File: config.mk
export PLATFORM = sky130hd
export DESIGN_NAME = i2c_cmd_seq
export DESIGN_NICKNAME = d
export VERILOG_FILES = /design/src/rtl/i2c_seq_pkg.sv /design/src/rtl/i2c_seq_tar_reg.sv /design/src/rtl/i2c_seq_addr_plan.sv /design/src/rtl/i2c_cmd_seq.sv
export SDC_FILE = /design/constraint.sdc
export NUM_CORES = 1
export LEC_CHECK = 0
export BUFFER_PORTS_ARGS = -buffer_cell sky130_fd_sc_hd__buf_2
export CAP_MARGIN = 40
export CORE_MARGIN = 10
export CORE_UTILIZATION = 50
export CTS_CLUSTER_SIZE = 10
export DETAILED_ROUTE_END_ITERATION = 10
export PLACE_DENSITY = 0.77
export SETUP_SLACK_MARGIN = 0.5
export SYNTH_ARGS = -nofsm -noshare
export SYNTH_HDL_FRONTEND = slang
export SYNTH_SLANG_ARGS = --single-unit
File: constraint.sdc
create_clock -name clk -period 5.8 [get_ports clk]
set_clock_uncertainty 0.2 [all_clocks]
set_input_delay 0.87 -clock clk [delete_from_list [all_inputs] [get_ports clk]]
set_output_delay 0.87 -clock clk [all_outputs]
set_load 0.01 [all_outputs]
File: src/rtl/i2c_seq_pkg.sv
package i2c_seq_pkg;
  localparam int CMD_W  = 11;
  localparam int DATA_W = 8;
  localparam int TAR_W  = 13;
  localparam int SRC_W  = 17;
  localparam logic [TAR_W-1:0] TAR_RESET = 13'h055;

  // command word fields
  localparam int CB_RD   = 8;
  localparam int CB_STOP = 9;
  localparam int CB_RS   = 10;

  // target register fields
  localparam int TB_SEL  = 10;
  localparam int TB_SPEC = 11;
  localparam int TB_A10  = 12;

  // abort cause positions
  localparam int AS_ADDR7   = 0;
  localparam int AS_A10_1   = 1;
  localparam int AS_A10_2   = 2;
  localparam int AS_DATA    = 3;
  localparam int AS_GC_NACK = 4;
  localparam int AS_GC_RD   = 5;
  localparam int AS_SB_ACK  = 7;
  localparam int AS_NORS_SB = 9;
  localparam int AS_NORS_10 = 10;
  localparam int AS_ARB     = 12;
  localparam int AS_USER    = 16;

  typedef enum logic [2:0] {
    PH_NONE = 3'd0, PH_START = 3'd1, PH_ADDR = 3'd2, PH_RESTART = 3'd3,
    PH_WRITE = 3'd4, PH_READ = 3'd5, PH_STOP = 3'd6
  } ph_kind_t;

  typedef enum logic [3:0] {
    S_IDLE, S_START, S_SB, S_RESTART, S_ADDR1, S_ADDR2, S_RS10, S_ADDR3,
    S_DATA, S_RXPUSH, S_STOP, S_FLUSH
  } seq_state_t;
endpackage

File: src/rtl/i2c_seq_tar_reg.sv
module i2c_seq_tar_reg #(
  parameter int W = 13,
  parameter logic [W-1:0] INIT = '0
) (
  input  logic         clk,
  input  logic         rst_n,
  input  logic         we,
  input  logic [W-1:0] wdata,
  output logic [W-1:0] q
);
  always_ff @(posedge clk or negedge rst_n) begin
    if (!rst_n)  q <= INIT;
    else if (we) q <= wdata;
  end

  AST_TAR_HOLD: assert property (@(posedge clk) disable iff (!rst_n)
    !we |=> $stable(q));
endmodule

File: src/rtl/i2c_seq_addr_plan.sv
module i2c_seq_addr_plan import i2c_seq_pkg::*; (
  input  logic [TAR_W-1:0]  tar,
  input  logic              rd,
  output logic              is_gc,
  output logic              is_sb,
  output logic              is10,
  output logic [DATA_W-1:0] a1_byte,
  output logic [DATA_W-1:0] a2_byte,
  output logic [DATA_W-1:0] a3_byte,
  output logic [SRC_W-1:0]  a1_src
);
  localparam logic [4:0] TEN_PREFIX = 5'b11110;

  always_comb begin
    is_gc   = tar[TB_SPEC] && !tar[TB_SEL];
    is_sb   = tar[TB_SPEC] &&  tar[TB_SEL];
    is10    = tar[TB_A10]  && !is_gc;
    a2_byte = tar[7:0];
    a3_byte = {TEN_PREFIX, tar[9:8], 1'b1};
    a1_src  = '0;
    if (is_gc) begin
      a1_byte            = '0;
      a1_src[AS_GC_NACK] = 1'b1;
    end else if (is10) begin
      a1_byte          = {TEN_PREFIX, tar[9:8], 1'b0};
      a1_src[AS_A10_1] = 1'b1;
    end else begin
      a1_byte          = {tar[6:0], rd};
      a1_src[AS_ADDR7] = 1'b1;
    end
  end
endmodule

File: src/rtl/i2c_cmd_seq.sv
module i2c_cmd_seq import i2c_seq_pkg::*; #(
  parameter logic [TAR_W-1:0] TAR_INIT = TAR_RESET
) (
  input  logic              clk,
  input  logic              rst_n,
  input  logic              tar_we,
  input  logic [TAR_W-1:0]  tar_wdata,
  input  logic              restart_en,
  input  logic              cmd_valid,
  output logic              cmd_ready,
  input  logic [CMD_W-1:0]  cmd_data,
  output logic              rx_valid,
  input  logic              rx_ready,
  output logic [DATA_W-1:0] rx_data,
  input  logic              abort_req,
  input  logic              abort_clr,
  output logic              abort_pending,
  output logic [SRC_W-1:0]  abrt_src,
  output logic              ph_valid,
  output logic [2:0]        ph_kind,
  output logic [DATA_W-1:0] ph_byte,
  input  logic              ph_done,
  input  logic              ph_ack,
  input  logic              ph_arb_lost,
  input  logic [DATA_W-1:0] ph_rdata
);
  seq_state_t          state;
  logic [CB_RS-1:0]    cur;
  logic                held, last_dir, pend;
  logic [DATA_W-1:0]   rbuf;
  logic [SRC_W-1:0]    abrt, err;
  logic [TAR_W-1:0]    tar;
  logic                is_gc, is_sb, is10, plan_rd;
  logic [DATA_W-1:0]   a1_byte, a2_byte, a3_byte;
  logic [SRC_W-1:0]    a1_src;
  logic                in_rd, dirchg, need_addr;
  seq_state_t          post;

  i2c_seq_tar_reg #(.W(TAR_W), .INIT(TAR_INIT)) u_tar (
    .clk(clk), .rst_n(rst_n), .we(tar_we), .wdata(tar_wdata), .q(tar));

  assign plan_rd = (state == S_IDLE) ? cmd_data[CB_RD] : cur[CB_RD];

  i2c_seq_addr_plan u_plan (
    .tar(tar), .rd(plan_rd), .is_gc(is_gc), .is_sb(is_sb), .is10(is10),
    .a1_byte(a1_byte), .a2_byte(a2_byte), .a3_byte(a3_byte), .a1_src(a1_src));

  // decision for the command at the head of the stream
  always_comb begin
    in_rd     = cmd_data[CB_RD];
    dirchg    = held && (in_rd != last_dir);
    need_addr = !held || dirchg || (cmd_data[CB_RS] && restart_en);
    err       = '0;
    if (is_gc && in_rd)
      err[AS_GC_RD] = 1'b1;
    else if (is_sb && !held && !restart_en)
      err[AS_NORS_SB] = 1'b1;
    else if (!restart_en && (dirchg || (is10 && in_rd && need_addr)))
      err[AS_NORS_10] = 1'b1;
  end

  assign post      = cur[CB_STOP] ? S_STOP : S_IDLE;
  assign cmd_ready = (state == S_IDLE && !pend && err == '0) || state == S_FLUSH;

  always_ff @(posedge clk or negedge rst_n) begin
    if (!rst_n) begin
      state    <= S_IDLE;
      cur      <= '0;
      held     <= 1'b0;
      last_dir <= 1'b0;
      rbuf     <= '0;
      abrt     <= '0;
      pend     <= 1'b0;
    end else begin
      if (abort_req && state != S_FLUSH) pend <= 1'b1;
      case (state)
        S_IDLE: begin
          if (pend) begin
            abrt[AS_USER] <= 1'b1;
            state         <= held ? S_STOP : S_FLUSH;
          end else if (cmd_valid) begin
            if (err != '0) begin
              abrt  <= err;
              state <= held ? S_STOP : S_FLUSH;
            end else begin
              cur      <= cmd_data[CB_RS-1:0];
              last_dir <= in_rd;
              state    <= !held ? S_START : (need_addr ? S_RESTART : S_DATA);
            end
          end
        end
        S_FLUSH: begin
          pend <= 1'b0;
          if (abort_clr) begin
            abrt  <= '0;
            state <= S_IDLE;
          end
        end
        S_RXPUSH: if (rx_ready) state <= post;
        default: if (ph_done) begin
          if (ph_arb_lost && state != S_STOP) begin
            abrt[AS_ARB] <= 1'b1;
            held         <= 1'b0;
            state        <= S_FLUSH;
          end else begin
            case (state)
              S_START: begin
                held  <= 1'b1;
                state <= is_sb ? S_SB : S_ADDR1;
              end
              S_SB:
                if (ph_ack) begin abrt[AS_SB_ACK] <= 1'b1; state <= S_STOP; end
                else state <= S_RESTART;
              S_RESTART: state <= S_ADDR1;
              S_ADDR1:
                if (!ph_ack) begin abrt <= a1_src; state <= S_STOP; end
                else state <= is10 ? S_ADDR2 : S_DATA;
              S_ADDR2:
                if (!ph_ack) begin abrt[AS_A10_2] <= 1'b1; state <= S_STOP; end
                else state <= cur[CB_RD] ? S_RS10 : S_DATA;
              S_RS10: state <= S_ADDR3;
              S_ADDR3:
                if (!ph_ack) begin abrt[AS_A10_1] <= 1'b1; state <= S_STOP; end
                else state <= S_DATA;
              S_DATA:
                if (cur[CB_RD]) begin
                  rbuf  <= ph_rdata;
                  state <= S_RXPUSH;
                end else if (!ph_ack) begin
                  abrt[AS_DATA] <= 1'b1;
                  state         <= S_STOP;
                end else state <= post;
              S_STOP: begin
                held <= 1'b0;
                if (abrt != '0 || pend) begin
                  if (abrt == '0) abrt[AS_USER] <= 1'b1;
                  pend  <= 1'b0;
                  state <= S_FLUSH;
                end else state <= S_IDLE;
              end
              default: state <= S_IDLE;
            endcase
          end
        end
      endcase
    end
  end

  // phase request decode
  always_comb begin
    ph_kind = PH_NONE;
    ph_byte = '0;
    case (state)
      S_START:           ph_kind = PH_START;
      S_RESTART, S_RS10: ph_kind = PH_RESTART;
      S_SB:    begin ph_kind = PH_ADDR; ph_byte = 8'h01;   end
      S_ADDR1: begin ph_kind = PH_ADDR; ph_byte = a1_byte; end
      S_ADDR2: begin ph_kind = PH_ADDR; ph_byte = a2_byte; end
      S_ADDR3: begin ph_kind = PH_ADDR; ph_byte = a3_byte; end
      S_DATA:  begin
        ph_kind = cur[CB_RD] ? PH_READ : PH_WRITE;
        ph_byte = cur[DATA_W-1:0];
      end
      S_STOP:            ph_kind = PH_STOP;
      default:           ph_kind = PH_NONE;
    endcase
  end

  assign ph_valid      = (ph_kind != PH_NONE);
  assign rx_valid      = (state == S_RXPUSH);
  assign rx_data       = rbuf;
  assign abrt_src      = abrt;
  assign abort_pending = pend;

  AST_PHASE_HOLD: assert property (@(posedge clk) disable iff (!rst_n)
    (ph_valid && !ph_done) |=> (ph_valid && $stable(ph_kind) && $stable(ph_byte)));
  AST_RX_HOLD: assert property (@(posedge clk) disable iff (!rst_n)
    (rx_valid && !rx_ready) |=> (rx_valid && $stable(rx_data)));
  AST_ONE_CAUSE: assert property (@(posedge clk) disable iff (!rst_n)
    $onehot0(abrt_src));
  AST_ONLY_STOP_ABORTED: assert property (@(posedge clk) disable iff (!rst_n)
    (abrt_src != '0 && ph_valid) |-> (ph_kind == PH_STOP));
  AST_PEND_CAUSE: assert property (@(posedge clk) disable iff (!rst_n)
    $fell(abort_pending) |-> (abrt_src != '0));
  AST_TAKE_WHEN_QUIET: assert property (@(posedge clk) disable iff (!rst_n)
    cmd_ready |-> !ph_valid);
endmodule

==> flow_summary_export.csv <==
group,metric,value,unit
worst_setup_path,timing.critical_path.to_type,"output pin",
cts,postCtsSetupRepairBufs,0,
global_routing,grt_max_degree,49,
worst_setup_path,number_of_buffer_and_inverter_instances_along_the_worst_setup_path,1,
sta,timing_max_transition_violations_final,0,
detailed_routing,drt_wl_total,8.713,mm
worst_setup_path,endpoint,"ph_byte[0]",
sta,tightestPinTransition,0.8004,ns
cells_and_area,nets,430,
worst_setup_path,crit_path_max_fanout,23,
synth,synth_async_sr_flop_share,100.0,%
worst_setup_path,regToRegEndpoint,"cur[8]$_DFFE_PN0P_",
die,fp.coreArea,0.005921,mm²
synth,synth.avg_cell_area,9.487,µm²
die,fp.dieArea,0.009660,mm²
worst_setup_path,reg2reg_depth,5,
global_routing,grt-busiest-layer,"met2",
global_routing,grt_pass1_wl,14.47,mm
synth,post_synth_instance_area,0.003064,mm²
worst_setup_path,worst_ep_required_time,4.73,ns
cells_and_area,layout-area-overhead-vs-synth,15.52,%
global_routing,globalRouteMet2Util,27.74,%
die,die_height,98.29,µm
cells_and_area,antennaDiodeCount,0,
worst_setup_path,worst_r2r_startpoint,"cur[8]$_DFFE_PN0P_",
worst_setup_path,path_cells,"nor4b_2 > nand2_1 > nor2_1 > o21ai_0 > o211ai_1 > buf_2",
synth,postSynthRegisterBits,48,
cts,cts_hold_buf,0,
global_routing,grt_overflow,0,
hold_path,timing.hold.worst.class,"reg2reg",
synth,synth.yosys.warnings,0,
worst_setup_path,critical_path_depth,6,
die,width_of_the_die,98.29,µm
cts,htreeDepth,2,
worst_setup_path,critical-path-top-delay-family,"simple AND/OR/NAND/NOR gates",
cts,clock_latency,0.31,ns
synth,post_synth_top_area_share,35.93,%
sta,timing.final.hold_violations,0,
detailed_routing,count_of_routing_violations_after_the_opening_detailed_route_iteration,359,
cts,clockRootBuffer,"clkbuf_8",
detailed_routing,post-route-drc-count,0,
sta,setup_violations,0,
power_and_ir_drop,power.leakage,0.001583,µW
worst_setup_path,crit_path_start_kind,"flop",
cts,clkSlewWorstSetupHoldPaths,0.09,ns
synth,seq_area_frac_synth,39.36,%
placement,numPortBuffers,76,
detailed_routing,detail-route-antenna-nets,0,
worst_setup_path,timing.critical_path.arrival,2.59,ns
global_routing,grt_pass1_vias,2929,
synth,number_of_synthesized_flops_with_an_enable_pin,0,
cts,cts-resized-gates,0,
run_status,outcome,"complete, no violations",
worst_setup_path,ff2ff_setup_slack,2.85,ns
die,initial_utilization,51.75,%
cts,max-clock-path-buffers,2,
synth,synthFlopType,"dfrtp_1",
detailed_routing,mean_number_of_vias_per_cell,6.179,
synth,netlist_top_cells_area,"dfrtp_1 36%, mux2_2 12%, o21ai_0 3.6%, dfstp_2 3.4%, nand2_1 3.4%",
global_routing,global_route.usage.total,17.67,%
sta,slew_headroom,46.19,%
cts,clkSinkCount,48,
cts,cts_inserted_buffers,5,
global_routing,grt.met3_usage,4.722,%
die,boundaryPins,83,
sta,setup_ws,2.144,ns
cells_and_area,share_of_layout_cells_above_drive_strength_1,35.82,%
worst_setup_path,worst_setup_path_start,"state[2]$_DFFE_PN0P_",
detailed_routing,detail_route.first_pass.iterations,5,
power_and_ir_drop,pwr_density_cell,476.9,mW/mm²
worst_setup_path,critical-path-slowest-cell,"dfrtp_1",
sta,fin_crit_sh,63.03,%
synth,syn-instance-count,323,
placement,place_inst,455,
sta,fin_setup_tns,0,ns
detailed_routing,post_dr_wirelength_cell,18.82,µm
placement,dp_hpwl,6.456,mm
sta,rsz0062_at_grt,"false",
cells_and_area,finalNonFillerCells,463,
worst_setup_path,path_class,"reg2out",
detailed_routing,via_count,2861,
sta,finalCriticalPeriod,3.656,ns
worst_setup_path,worst_path_largest_cell_delay,0.87,ns
placement,placement.setup.worst_slack,2.311,ns
sta,achievable-frequency,273.5,MHz
die,fp-row-count,28,
synth,yosys_cell_types,69,
cts,cts_tree,"done",
power_and_ir_drop,max-vdd-ir-drop,0.2059,mV
global_routing,met1_track_demand_over_resource_in_global_routing,22.84,%
run,max_cap_viol_count,0,
synth,synth_largest_area_cell,"dfrtp_1",
placement,place.gp.congestion,0.9195,
global_routing,grt_antenna_before_repair,0,
==> layout make-up <==
type                            instances  area, µm²
Tap cell                               75      93.84
Inverter                                9      33.78
Fill cell                             529       2381
Timing Repair Buffer                   79      422.9
Sequential cell                        48       1206
Clock buffer                            6      72.57
Multi-Input combinational cell        244       1694
Clock inverter                          2      16.27
==> how the worst min path moves through the flow <==
stage | to | from | slack [ns] | cells past startpoint
floorplan | u_tar.q[7]$_DFFE_PN0P_ | u_tar.q[7]$_DFFE_PN0P_ | 0.28 | 1
global placement | rx_data[1]$_DFFE_PN0P_ | rx_data[1]$_DFFE_PN0P_ | 0.28 | 1
detailed placement | rx_data[1]$_DFFE_PN0P_ | rx_data[1]$_DFFE_PN0P_ | 0.29 | 1
CTS | rx_data[1]$_DFFE_PN0P_ | rx_data[1]$_DFFE_PN0P_ | 0.31 | 1
global route | cur[1]$_DFFE_PN0P_ | cur[1]$_DFFE_PN0P_ | 0.33 | 1
finish | rx_data[1]$_DFFE_PN0P_ | rx_data[1]$_DFFE_PN0P_ | 0.31 | 1
==> through the flow <==
step	hold WS, ns	util (%)	area, µm²	total power, µW
after global placement	0.2838	57.82	3423	1444
after detailed placement	0.2899	58.28	3451	1479
after floorplan	0.2752	-	3083	1199
after CTS	0.3120	59.78	3540	1686
final	0.3074	59.78	3540	1688
after global routing	0.3341	59.78	3540	1817
==> kinds of logic after synthesis <==
| logic type | after synthesis | share of synthesized area, % |
|---|---|---|
| AOI/OAI and AO/OA | 100 | 23.07 |
| xor gates and xnor gates | 1 | 0.2859 |
| muxes | 34 | 12.58 |
| DFF | 48 | 39.36 |
| other | 1 | 0.1224 |
| and+or+nand+nor | 103 | 18.62 |
| buffers and inverters | 36 | 5.961 |
==> report_power, final <==
group | internal [µW] | leakage [µW] | switching (µW)
Clock | 85.9 | 0.0000414 | 117
Combinational | 390 | 0.000944 | 522
Sequential | 442 | 0.000598 | 132
==> synth_stat cells, types with 2 or more instances <==
library cell / instances
and3b_1: 2
o21ai_0: 22
nor2b_1: 7
nand3_1: 4
a41oi_1: 3
o211ai_1: 8
nor3_1: 7
mux2_2: 32
clkbuf_1: 10
buf_4: 9
or3_4: 2
a21oi_1: 20
a221o_1: 4
nand2_1: 28
a22oi_1: 4
dfstp_2: 4
dfrtp_1: 44
nand4b_1: 2
buf_2: 5
o21a_1: 9
buf_1: 2
a211oi_1: 2
a2111oi_0: 3
nor2_1: 22
inv_1: 9
nand4_1: 2
nor4_1: 6
or3_1: 3
a31oi_1: 2
a31o_2: 3
nand2b_1: 5
==> layer usage <==
metal,vias up,share of wire [%]
met5,-,0
li1,1323,-
met1,1351,43
met2,168,47
met4,0,1.9
met3,19,8.7
==> flip-flops by register name (all words and copies together), names as in the netlist <==
| name | count |
|---|---|
| abort_pending | 1 |
| abrt_src | 11 |
| cur | 10 |
| held | 1 |
| rx_data | 8 |
| state | 4 |
| u_tar.q | 13 |
==> cell usage in the layout, fill, tap and decap left out, types with 4 or more instances in the layout <==
cell type and count:
nor4_1 6, conb_1 6, o211ai_1 8, nor3_1 7, clkbuf_8 5, o21ai_0 22, nand2_1 28, mux2_2 32
nor2_1 22, a221o_1 4, a22oi_1 4, o21a_1 9, nand3_1 4, a21oi_1 20, dfrtp_1 44, inv_1 9
nand2b_1 5, nor2b_1 7, dfstp_2 4, buf_2 76
(Power assumes the default switching activity.)
